### config.mk
export PLATFORM = sky130hd
export DESIGN_NAME = eag_unit
export DESIGN_NICKNAME = d
export VERILOG_FILES = /design/src/rtl/eag_pkg.sv /design/src/rtl/eag_disp_ext.sv /design/src/rtl/eag_offset.sv /design/src/rtl/eag_seg_sel.sv /design/src/rtl/eag_unit.sv
export SDC_FILE = /design/constraint.sdc
export NUM_CORES = 1
export LEC_CHECK = 0
export ABC_AREA = 1
export BUFFER_PORTS_ARGS = -buffer_cell sky130_fd_sc_hd__buf_2
export CAP_MARGIN = 20
export CORE_MARGIN = 2
export CORE_UTILIZATION = 30
export DETAILED_ROUTE_END_ITERATION = 10
export SYNTH_ARGS = -nofsm -noshare
export SYNTH_HDL_FRONTEND = slang
export SYNTH_HIERARCHICAL = 1
export SYNTH_SLANG_ARGS = --single-unit
### constraint.sdc
create_clock -name clk -period 0.8 [get_ports clk]
set_input_delay 0.12 -clock clk [delete_from_list [all_inputs] [get_ports clk]]
set_output_delay 0.12 -clock clk [all_outputs]
set_load 0.05 [all_outputs]
### src/rtl/eag_pkg.sv
package eag_pkg;
   typedef enum logic [2:0] {
      AM_DIRECT    = 3'd0,
      AM_REGIND    = 3'd1,
      AM_BASED     = 3'd2,
      AM_INDEXED   = 3'd3,
      AM_BIDX      = 3'd4,
      AM_BIDX_DISP = 3'd5
   } am_e;

   localparam logic [1:0] SEG_ES = 2'd0;
   localparam logic [1:0] SEG_CS = 2'd1;
   localparam logic [1:0] SEG_SS = 2'd2;
   localparam logic [1:0] SEG_DS = 2'd3;

   localparam logic [1:0] RSEL_SI = 2'd0;
   localparam logic [1:0] RSEL_DI = 2'd1;
   localparam logic [1:0] RSEL_BX = 2'd2;
   localparam logic [1:0] RSEL_BP = 2'd3;
endpackage

### src/rtl/eag_disp_ext.sv
module eag_disp_ext #(
   parameter int OFS_W   = 16,
   parameter int SHORT_W = 8
) (
   input  logic [OFS_W-1:0] disp,
   input  logic             wide,
   output logic [OFS_W-1:0] ext
);
   localparam int PAD_W = OFS_W - SHORT_W;

   generate
      if (PAD_W == 0) begin : g_same
         assign ext = disp;
      end else begin : g_sext
         logic [SHORT_W-1:0] short_part;
         assign short_part = disp[SHORT_W-1:0];
         assign ext = wide ? disp : {{PAD_W{short_part[SHORT_W-1]}}, short_part};
      end
   endgenerate
endmodule

### src/rtl/eag_offset.sv
module eag_offset
   import eag_pkg::*;
#(
   parameter int OFS_W = 16
) (
   input  logic [2:0]       mode,
   input  logic             bsel,
   input  logic             xsel,
   input  logic [1:0]       rsel,
   input  logic [OFS_W-1:0] disp_x,
   input  logic [OFS_W-1:0] bx,
   input  logic [OFS_W-1:0] bp,
   input  logic [OFS_W-1:0] si,
   input  logic [OFS_W-1:0] di,
   output logic [OFS_W-1:0] offset
);
   logic [OFS_W-1:0] base_v, idx_v, ind_v;

   assign base_v = bsel ? bp : bx;
   assign idx_v  = xsel ? di : si;

   always_comb begin
      case (rsel)
         RSEL_SI: ind_v = si;
         RSEL_DI: ind_v = di;
         RSEL_BX: ind_v = bx;
         default: ind_v = bp;
      endcase
   end

   always_comb begin
      case (mode)
         AM_REGIND:    offset = ind_v;
         AM_BASED:     offset = base_v + disp_x;
         AM_INDEXED:   offset = idx_v + disp_x;
         AM_BIDX:      offset = base_v + idx_v;
         AM_BIDX_DISP: offset = base_v + idx_v + disp_x;
         default:      offset = disp_x;
      endcase
   end
endmodule

### src/rtl/eag_seg_sel.sv
module eag_seg_sel
   import eag_pkg::*;
(
   input  logic [2:0] mode,
   input  logic       bsel,
   input  logic [1:0] rsel,
   input  logic       ovr_en,
   input  logic [1:0] ovr_sel,
   output logic [1:0] seg_id
);
   logic bp_form;

   always_comb begin
      case (mode)
         AM_BASED, AM_BIDX, AM_BIDX_DISP: bp_form = bsel;
         AM_REGIND:                       bp_form = (rsel == RSEL_BP);
         default:                         bp_form = 1'b0;
      endcase
   end

   assign seg_id = ovr_en ? ovr_sel : (bp_form ? SEG_SS : SEG_DS);
endmodule

### src/rtl/eag_unit.sv
module eag_unit
   import eag_pkg::*;
#(
   parameter int OFS_W     = 16,
   parameter int SEG_SHIFT = 4,
   parameter int SHORT_W   = 8,
   localparam int ADDR_W   = OFS_W + SEG_SHIFT
) (
   input  logic              clk,
   input  logic              rst_n,
   input  logic              i_valid,
   input  logic [2:0]        i_mode,
   input  logic              i_bsel,
   input  logic              i_xsel,
   input  logic [1:0]        i_rsel,
   input  logic [OFS_W-1:0]  i_disp,
   input  logic              i_dwide,
   input  logic [OFS_W-1:0]  i_bx,
   input  logic [OFS_W-1:0]  i_bp,
   input  logic [OFS_W-1:0]  i_si,
   input  logic [OFS_W-1:0]  i_di,
   input  logic [OFS_W-1:0]  i_seg_es,
   input  logic [OFS_W-1:0]  i_seg_cs,
   input  logic [OFS_W-1:0]  i_seg_ss,
   input  logic [OFS_W-1:0]  i_seg_ds,
   input  logic              i_ovr_en,
   input  logic [1:0]        i_ovr_sel,
   output logic              o_valid,
   output logic [OFS_W-1:0]  o_offset,
   output logic [1:0]        o_seg,
   output logic [ADDR_W-1:0] o_phys
);
   generate
      if (SHORT_W < 1 || SHORT_W > OFS_W) begin : g_bad_short
         $error("eag_unit: SHORT_W must lie in 1..OFS_W");
      end
      if (SEG_SHIFT < 1 || SEG_SHIFT > 16) begin : g_bad_shift
         $error("eag_unit: SEG_SHIFT must lie in 1..16");
      end
      if (OFS_W < 2) begin : g_bad_ofs
         $error("eag_unit: OFS_W too small");
      end
   endgenerate

   logic [OFS_W-1:0]  disp_x, ofs_d, seg_val;
   logic [1:0]        seg_d;
   logic [ADDR_W-1:0] phys_d;

   eag_disp_ext #(.OFS_W(OFS_W), .SHORT_W(SHORT_W)) u_dext (
      .disp (i_disp),
      .wide (i_dwide),
      .ext  (disp_x)
   );

   eag_offset #(.OFS_W(OFS_W)) u_ofs (
      .mode   (i_mode),
      .bsel   (i_bsel),
      .xsel   (i_xsel),
      .rsel   (i_rsel),
      .disp_x (disp_x),
      .bx     (i_bx),
      .bp     (i_bp),
      .si     (i_si),
      .di     (i_di),
      .offset (ofs_d)
   );

   eag_seg_sel u_seg (
      .mode    (i_mode),
      .bsel    (i_bsel),
      .rsel    (i_rsel),
      .ovr_en  (i_ovr_en),
      .ovr_sel (i_ovr_sel),
      .seg_id  (seg_d)
   );

   always_comb begin
      case (seg_d)
         SEG_ES:  seg_val = i_seg_es;
         SEG_CS:  seg_val = i_seg_cs;
         SEG_SS:  seg_val = i_seg_ss;
         default: seg_val = i_seg_ds;
      endcase
   end

   assign phys_d = {seg_val, {SEG_SHIFT{1'b0}}} + {{SEG_SHIFT{1'b0}}, ofs_d};

   always_ff @(posedge clk or negedge rst_n) begin
      if (!rst_n) begin
         o_valid  <= 1'b0;
         o_offset <= '0;
         o_seg    <= '0;
         o_phys   <= '0;
      end else begin
         o_valid <= i_valid;
         if (i_valid) begin
            o_offset <= ofs_d;
            o_seg    <= seg_d;
            o_phys   <= phys_d;
         end
      end
   end

   function automatic logic [OFS_W-1:0] pick_seg(input logic [1:0] id,
      input logic [OFS_W-1:0] es, input logic [OFS_W-1:0] cs,
      input logic [OFS_W-1:0] ss, input logic [OFS_W-1:0] ds);
      case (id)
         2'd0:    return es;
         2'd1:    return cs;
         2'd2:    return ss;
         default: return ds;
      endcase
   endfunction


   valid_follow_chk: assert property (@(posedge clk) disable iff (!rst_n)
      o_valid == $past(i_valid));


   hold_when_idle_chk: assert property (@(posedge clk) disable iff (!rst_n)
      !$past(i_valid) |-> ($stable(o_offset) && $stable(o_seg) && $stable(o_phys)));


   override_chk: assert property (@(posedge clk) disable iff (!rst_n)
      $past(i_valid && i_ovr_en) |-> o_seg == $past(i_ovr_sel));


   direct_wide_chk: assert property (@(posedge clk) disable iff (!rst_n)
      $past(i_valid && i_mode == 3'd0 && i_dwide) |-> o_offset == $past(i_disp));


   phys_sum_chk: assert property (@(posedge clk) disable iff (!rst_n)
      $past(i_valid) |-> o_phys == ADDR_W'({pick_seg(o_seg, $past(i_seg_es), $past(i_seg_cs),
         $past(i_seg_ss), $past(i_seg_ds)), {SEG_SHIFT{1'b0}}} + {{SEG_SHIFT{1'b0}}, o_offset}));
endmodule

* Word-level counts from Yosys, hierarchy flattened
Cells that the tools add are included.
** Word-level totals
- Register bits after elaboration :: 39
- Output and inout port bits :: 39
- Input bits :: 158
- Word-level logic and storage cells :: 31
** Cells by class
- Muxes and demuxes :: 9
- Equal/unequal tests :: 10
- Add/sub/neg operators :: 5
- Reductions and logical operators :: 3
** Operators by type and width (count)
- $pmux W16 S3 :: 2
- $pmux W16 S5 :: 1
- $add A16 B16 Y16 :: 4
- $mux W16 :: 3
- $add A20 B16 Y20 :: 1
- $eq A2 B2 Y1 const B :: 3
- $eq A3 B2 Y1 const B :: 2
- $eq A3 B3 Y1 const B :: 2
- $eq A2 B1 Y1 const B :: 2
- $logic_not A2 Y1 :: 2
- $eq A3 B1 Y1 const B :: 1
- $reduce_or A3 Y1 :: 1
- $mux W2 :: 1
- $pmux W1 S2 :: 1
- $mux W1 :: 1

* Logic depth before layout (Yosys ltp)
- Depth in word-level cells :: 8
- Gate-level depth with buffers :: 40
- Mapped depth without buffers :: 38

* Hierarchy
The synthesis kept the hierarchy.
** Modules (own cells, without submodules)
- eag_offset :: area an instance 3059.2 um2, cells an instance 584, seq. area each 0.0 um2, instances 1
- eag_unit :: area an instance 2512.4 um2, cells an instance 364, seq. area each 875.8 um2, instances 1
- eag_disp_ext :: area an instance 146.4 um2, cells an instance 27, seq. area each 0.0 um2, instances 1
- eag_seg_sel :: area an instance 71.3 um2, cells an instance 18, seq. area each 0.0 um2, instances 1

* Worst setup path before layout
OpenSTA, ideal clock, no wires.
- Kind :: input -> register
- From :: input port i_bsel
- To :: register o_phys[19]
- Data arrival time :: 4.512 ns
- Data required time :: 0.682 ns
- Slack :: -3.830 ns
- Library setup time :: 0.118 ns
- Buffers on the path :: 2
- Stages on the path :: 35
- Path through :: clkbuf_1 -> inv_1 -> clkbuf_1 -> nand2_1 -> nand2_1 -> ha_1 -> fa_1 -> nand3_1 -> nand2_1 -> a21oi_1 -> o21bai_1 -> nand3_1 -> nand2_1 -> xor2_1 -> nand2_1 -> nand3_1 -> ha_1 -> nand2_1 -> nor3_1 -> nand3_1 -> nand3_1 -> a31o_2 -> or2_2 -> nand3_1 -> nand4_1 -> ha_1 -> nand2_1 -> nor2_1 -> nand3_1 -> nand3_1 -> nand2_1 -> nand2_1 -> nand3_1 -> nand3_1 -> nand2_1
** On the way
- Elaborated cells between the ends (all ways) :: 13
- Those cells by class :: add/sub: 4; eq/ne: 2; mux: 6; reduce/logical: 1
** RTL lines
- start, declared :: line eag_unit.sv:13 : input logic i_bsel,
- $mux W16 * :: line eag_offset.sv:19 : assign base_v = bsel ? bp : bx;
- $add A16 B16 Y16 :: line eag_offset.sv:36, eag_offset.sv:37
- $add A16 B16 Y16 :: line eag_offset.sv:37 : AM_BIDX_DISP: offset = base_v + idx_v + disp_x;
- $pmux W16 S5 * :: line eag_offset.sv:32 : case (mode)
- named net ofs_d[12] :: line eag_unit.sv:45 : logic [OFS_W-1:0] disp_x, ofs_d, seg_val;
- $add A20 B16 Y20 * :: line eag_unit.sv:86 : assign phys_d = {seg_val, {SEG_SHIFT{1'b0}}} + {{SEG_SHIFT{1'b0}}, ofs_d};
- end signal, assigned :: line eag_unit.sv:99 : o_phys <= phys_d;
- end, declared :: line eag_unit.sv:31 : output logic [ADDR_W-1:0] o_phys
Mark *: on every way through the listed nets, which the timed path passes. The rest lies on a longest branch.
A chain may end at the register's enable or synchronous reset.

* Worst setup path after layout
- From :: input port i_xsel
- To :: register o_phys[14]
** On the way
- Longest elaborated chain between the ends :: 5
- Elaborated cells between the ends (all ways) :: 6
- Those cells by class :: add/sub: 4; mux: 2
** Ends and longest elaborated chain
- start, declared :: line eag_unit.sv:14 : input logic i_xsel,
- $mux W16 * :: line eag_offset.sv:20 : assign idx_v = xsel ? di : si;
- $add A16 B16 Y16 :: line eag_offset.sv:36, eag_offset.sv:37
- $add A16 B16 Y16 :: line eag_offset.sv:37
- $pmux W16 S5 * :: line eag_offset.sv:32
- named net ofs_d[9] :: line eag_unit.sv:45
- $add A20 B16 Y20 * :: line eag_unit.sv:86
Marked as above.

==> flow_summary.json <==
{
  "synthTopCellsByCount": "nand2_1, inv_1, nand3_1",
  "htreeDepth": 2,
  "drt_iter0_markers": 452,
  "worst_slack_ns": -3.43,
  "dp_slack_ns": -4.06,
  "rr_endpoint": "o_phys[9]$_DFFE_PN0P_",
  "r2r_cells": 4,
  "grtUsageTotal_pct": 23.1,
  "synth_top_area_share_pct": 26.3,
  "grt_pass1_vias": 7979,
  "rows": 50,
  "ys_ff_latch": 35,
  "p_comb_share_pct": 76.6,
  "rr_startpoint": "o_phys[9]$_DFFE_PN0P_",
  "area_growth_pct": 92.7,
  "violations": "negative setup slack",
  "synthTopCellsByArea": "nand2_1, dfrtp_1, ha_1",
  "netlist_instances": 993,
  "rrSetupSlack_ns": -0.05,
  "io_pins": 197,
  "power_switching_uw": 9250,
  "clockRootBuffer": "clkbuf_16",
  "maxSlewViolCount": 0,
  "utilization_pct": 59.2,
  "path_max_fanout": 4,
  "cp-end-kind": "register",
  "n_antenna_cell": 0,
  "max_freq_mhz": 236,
  "clock_sinks": 35,
  "clock_latency_ns": 0.28,
  "period_share_pct": 529,
  "arrival_ns": 4.40,
  "coreArea_um2": 18800,
  "die_x_um": 143,
  "final_nets": 1652,
  "cts_made_buffers": 5,
  "wl_per_cell_um": 14.9,
  "crit_slowest_cell": "fa_2",
  "yosys.area.top_type": "nand2_1",
  "period_needed_ns": 4.23,
  "antenna_found_initial": 0,
  "power.share.clock_pct": 10.3,
  "clock_skew_ns": 0,
  "wl_um": 25400,
  "power_density_nw_per_um2": 1800,
  "drt-vias-per-instance": 4.83,
  "seq_power_share_pct": 13.1,
  "grt-ovfl-total": 0,
  "drtAntennaViolNets": 0,
  "drc": 0,
  "drive_gt1_share_pct": 53.7,
  "grt_setup_unrepaired": "yes",
  "cp-startpoint": "i_xsel",
  "ir_drop_v": 0.00103,
  "clk_pin_slew_ns": 0.05,
  "path_class": "in -> reg",
  "cp-start-kind": "input pin",
  "vias": 8244,
  "fp.dieArea_um2": 20400,
  "synth_most_common_cell": "nand2_1",
  "grt_max_degree": 36,
  "relSlewSlack_pct": 77.0,
  "tritoncts": "built",
  "yosysWarningCount": 6,
  "timing_worst_slew_pin_value_ns": 0.344,
  "slowest_delay_ns": 0.38,
  "routabilityCongestion": 0.951,
  "required_ns": 0.97,
  "grt_pass1_wl_um": 38100,
  "fill_cells": 1623,
  "synth.avg_cell_area_um2": 5.83,
  "synth_edf_count": 0,
  "maxCapViolCount": 0,
  "port_buffers": 196,
  "dpl_cell_area_um2": 8760,
  "dp_hpwl_um": 19100,
  "synth_area_um2": 5790,
  "synth_flop_cell": "dfrtp_1",
  "syn_nets": 1199,
  "die_h_um": 143,
  "power.internal_uw": 10900,
  "hp-class": "in -> reg",
  "hold_path_depth": 2,
  "async_reset_ff_share_pct": 100,
  "start_util_pct": 30.7,
  "clockBufferDepth": 2,
  "synth_seq_area_share_pct": 15.1,
  "synth_cell_types": 52,
  "crit_end": "o_phys[14]$_DFFE_PN0P_",
  "p_sw_share_pct": 46.0,
  "hold_violations": 0,
  "power_uw": 20100,
  "first_pass_iters": 5,
  "setup_viol": 72,
  "finalInstanceArea_um2": 11200,
  "status": "finished with violations",
  "leakagePower_uw": 0.00568
}
## metrics by stage
stage          TNS (ns)  hold slack, ns  cells
6_report         -91.62           0.130   1707
4_1_cts          -87.58           0.108   1675
5_1_grt          -98.29           0.131   1707
2_1_floorplan    -82.03          -0.176    993
3_3_place_gp     -96.68          0.0954   1616
3_5_place_dp     -98.63           0.101   1616
## cell families after synthesis
group / after synthesis / synth area share [%]
buffers and inverters: 143 / 10.7
DFF: 35 / 15.1
adders and majority gates: 48 / 10.8
and+or+nand+nor: 595 / 44.9
AOI/OAI and AO/OA: 154 / 15.8
xor gates and xnor gates: 17 / 2.57
muxes: 1 / 0.173
## how the worst min path moves through the flow
stage               slack (ns)                      end  startpoint
detailed placement        0.10   o_phys[11]$_DFFE_PN0P_       rst_n
global route              0.13        o_valid$_DFF_PN0_     i_valid
global placement           0.1   o_phys[11]$_DFFE_PN0P_       rst_n
finish                    0.13        o_valid$_DFF_PN0_     i_valid
floorplan                -0.18  o_offset[0]$_DFFE_PN0P_       rst_n
CTS                       0.11        o_valid$_DFF_PN0_     i_valid
## cells in the final DEF (no fill, tap or decap), types with 7 or more instances in the layout
cell      netlist  layout
nand3_4         0       9
buf_12          0      11
buf_6           2      58
ha_1           45      15
inv_1          89      71
nand2_1       405     345
inv_2           8      17
nand4_1        19      19
o21ai_2         0       8
a21oi_4         0       7
buf_4          15     263
nand3_2         5      34
nand2_2         9      53
nand2_4         2      19
ha_4            0      28
nor2_1         34      25
nor2_4          2       7
a21oi_2         3      24
o21ai_0        55      31
nand3_1        86      48
inv_4           1       7
o211ai_1        8       8
o21ai_1        10      24
dfrtp_1        35      30
buf_2           5     152
nor2_2          4       8
a21oi_1        39      11
or2_4           2      10
## repair_timing
item	in CTS	in global routing
hold buffers	1	0
setup endpoints to repair	72	73
pin swaps	73	117
gates resized for setup	238	143
cloned	1	0
buffers inserted	49	33
hold endpoints to repair	35	0
## metal layers
layer | vias up | part of all wire [%] | global-route usage, %
li1 | 4161 | - | -
met1 | 3816 | 43 | 30.0
met2 | 219 | 50 | 40.5
met3 | 48 | 4.1 | 2.68
met4 | 0 | 2.8 | 6.36
met5 | - | 0 | 0
## cell type report
class                   count  area (um2)  area share, %
well taps                 260         325           2.92
flip-flops and latches     35         882           7.91
clock buffers               7         153           1.37
inverters                 100         415           3.72
clock inverters             1        7.51         0.0673
multi-input cells         816        5710           51.2
repair buffers            488        3660           32.8
## worst max-delay path: cells and delay by family
family	cells	cell delay [ns]
compound gates	6	0.96
simple gates	14	1.57
fa+ha+maj	4	1.11
buf+inv	4	0.51
xor+xnor	1	0.13
## power groups by stage
stage	sequential, uW	clock [uW]	combinational (uW)
floorplan	4200	0	4970
global placement	2560	0	10500
detailed placement	2560	0	10600
CTS	2640	2110	13300
global route	2690	2160	16400
finish	2640	2080	15400
## sequential cells by signal (all words and copies together) (netlist names)
| signal | cells |
|---|---|
| o_valid | 1 |
| o_offset | 16 |
| o_phys | 16 |
| o_seg | 2 |
No activity file was read; power rests on OpenSTA's default activity.
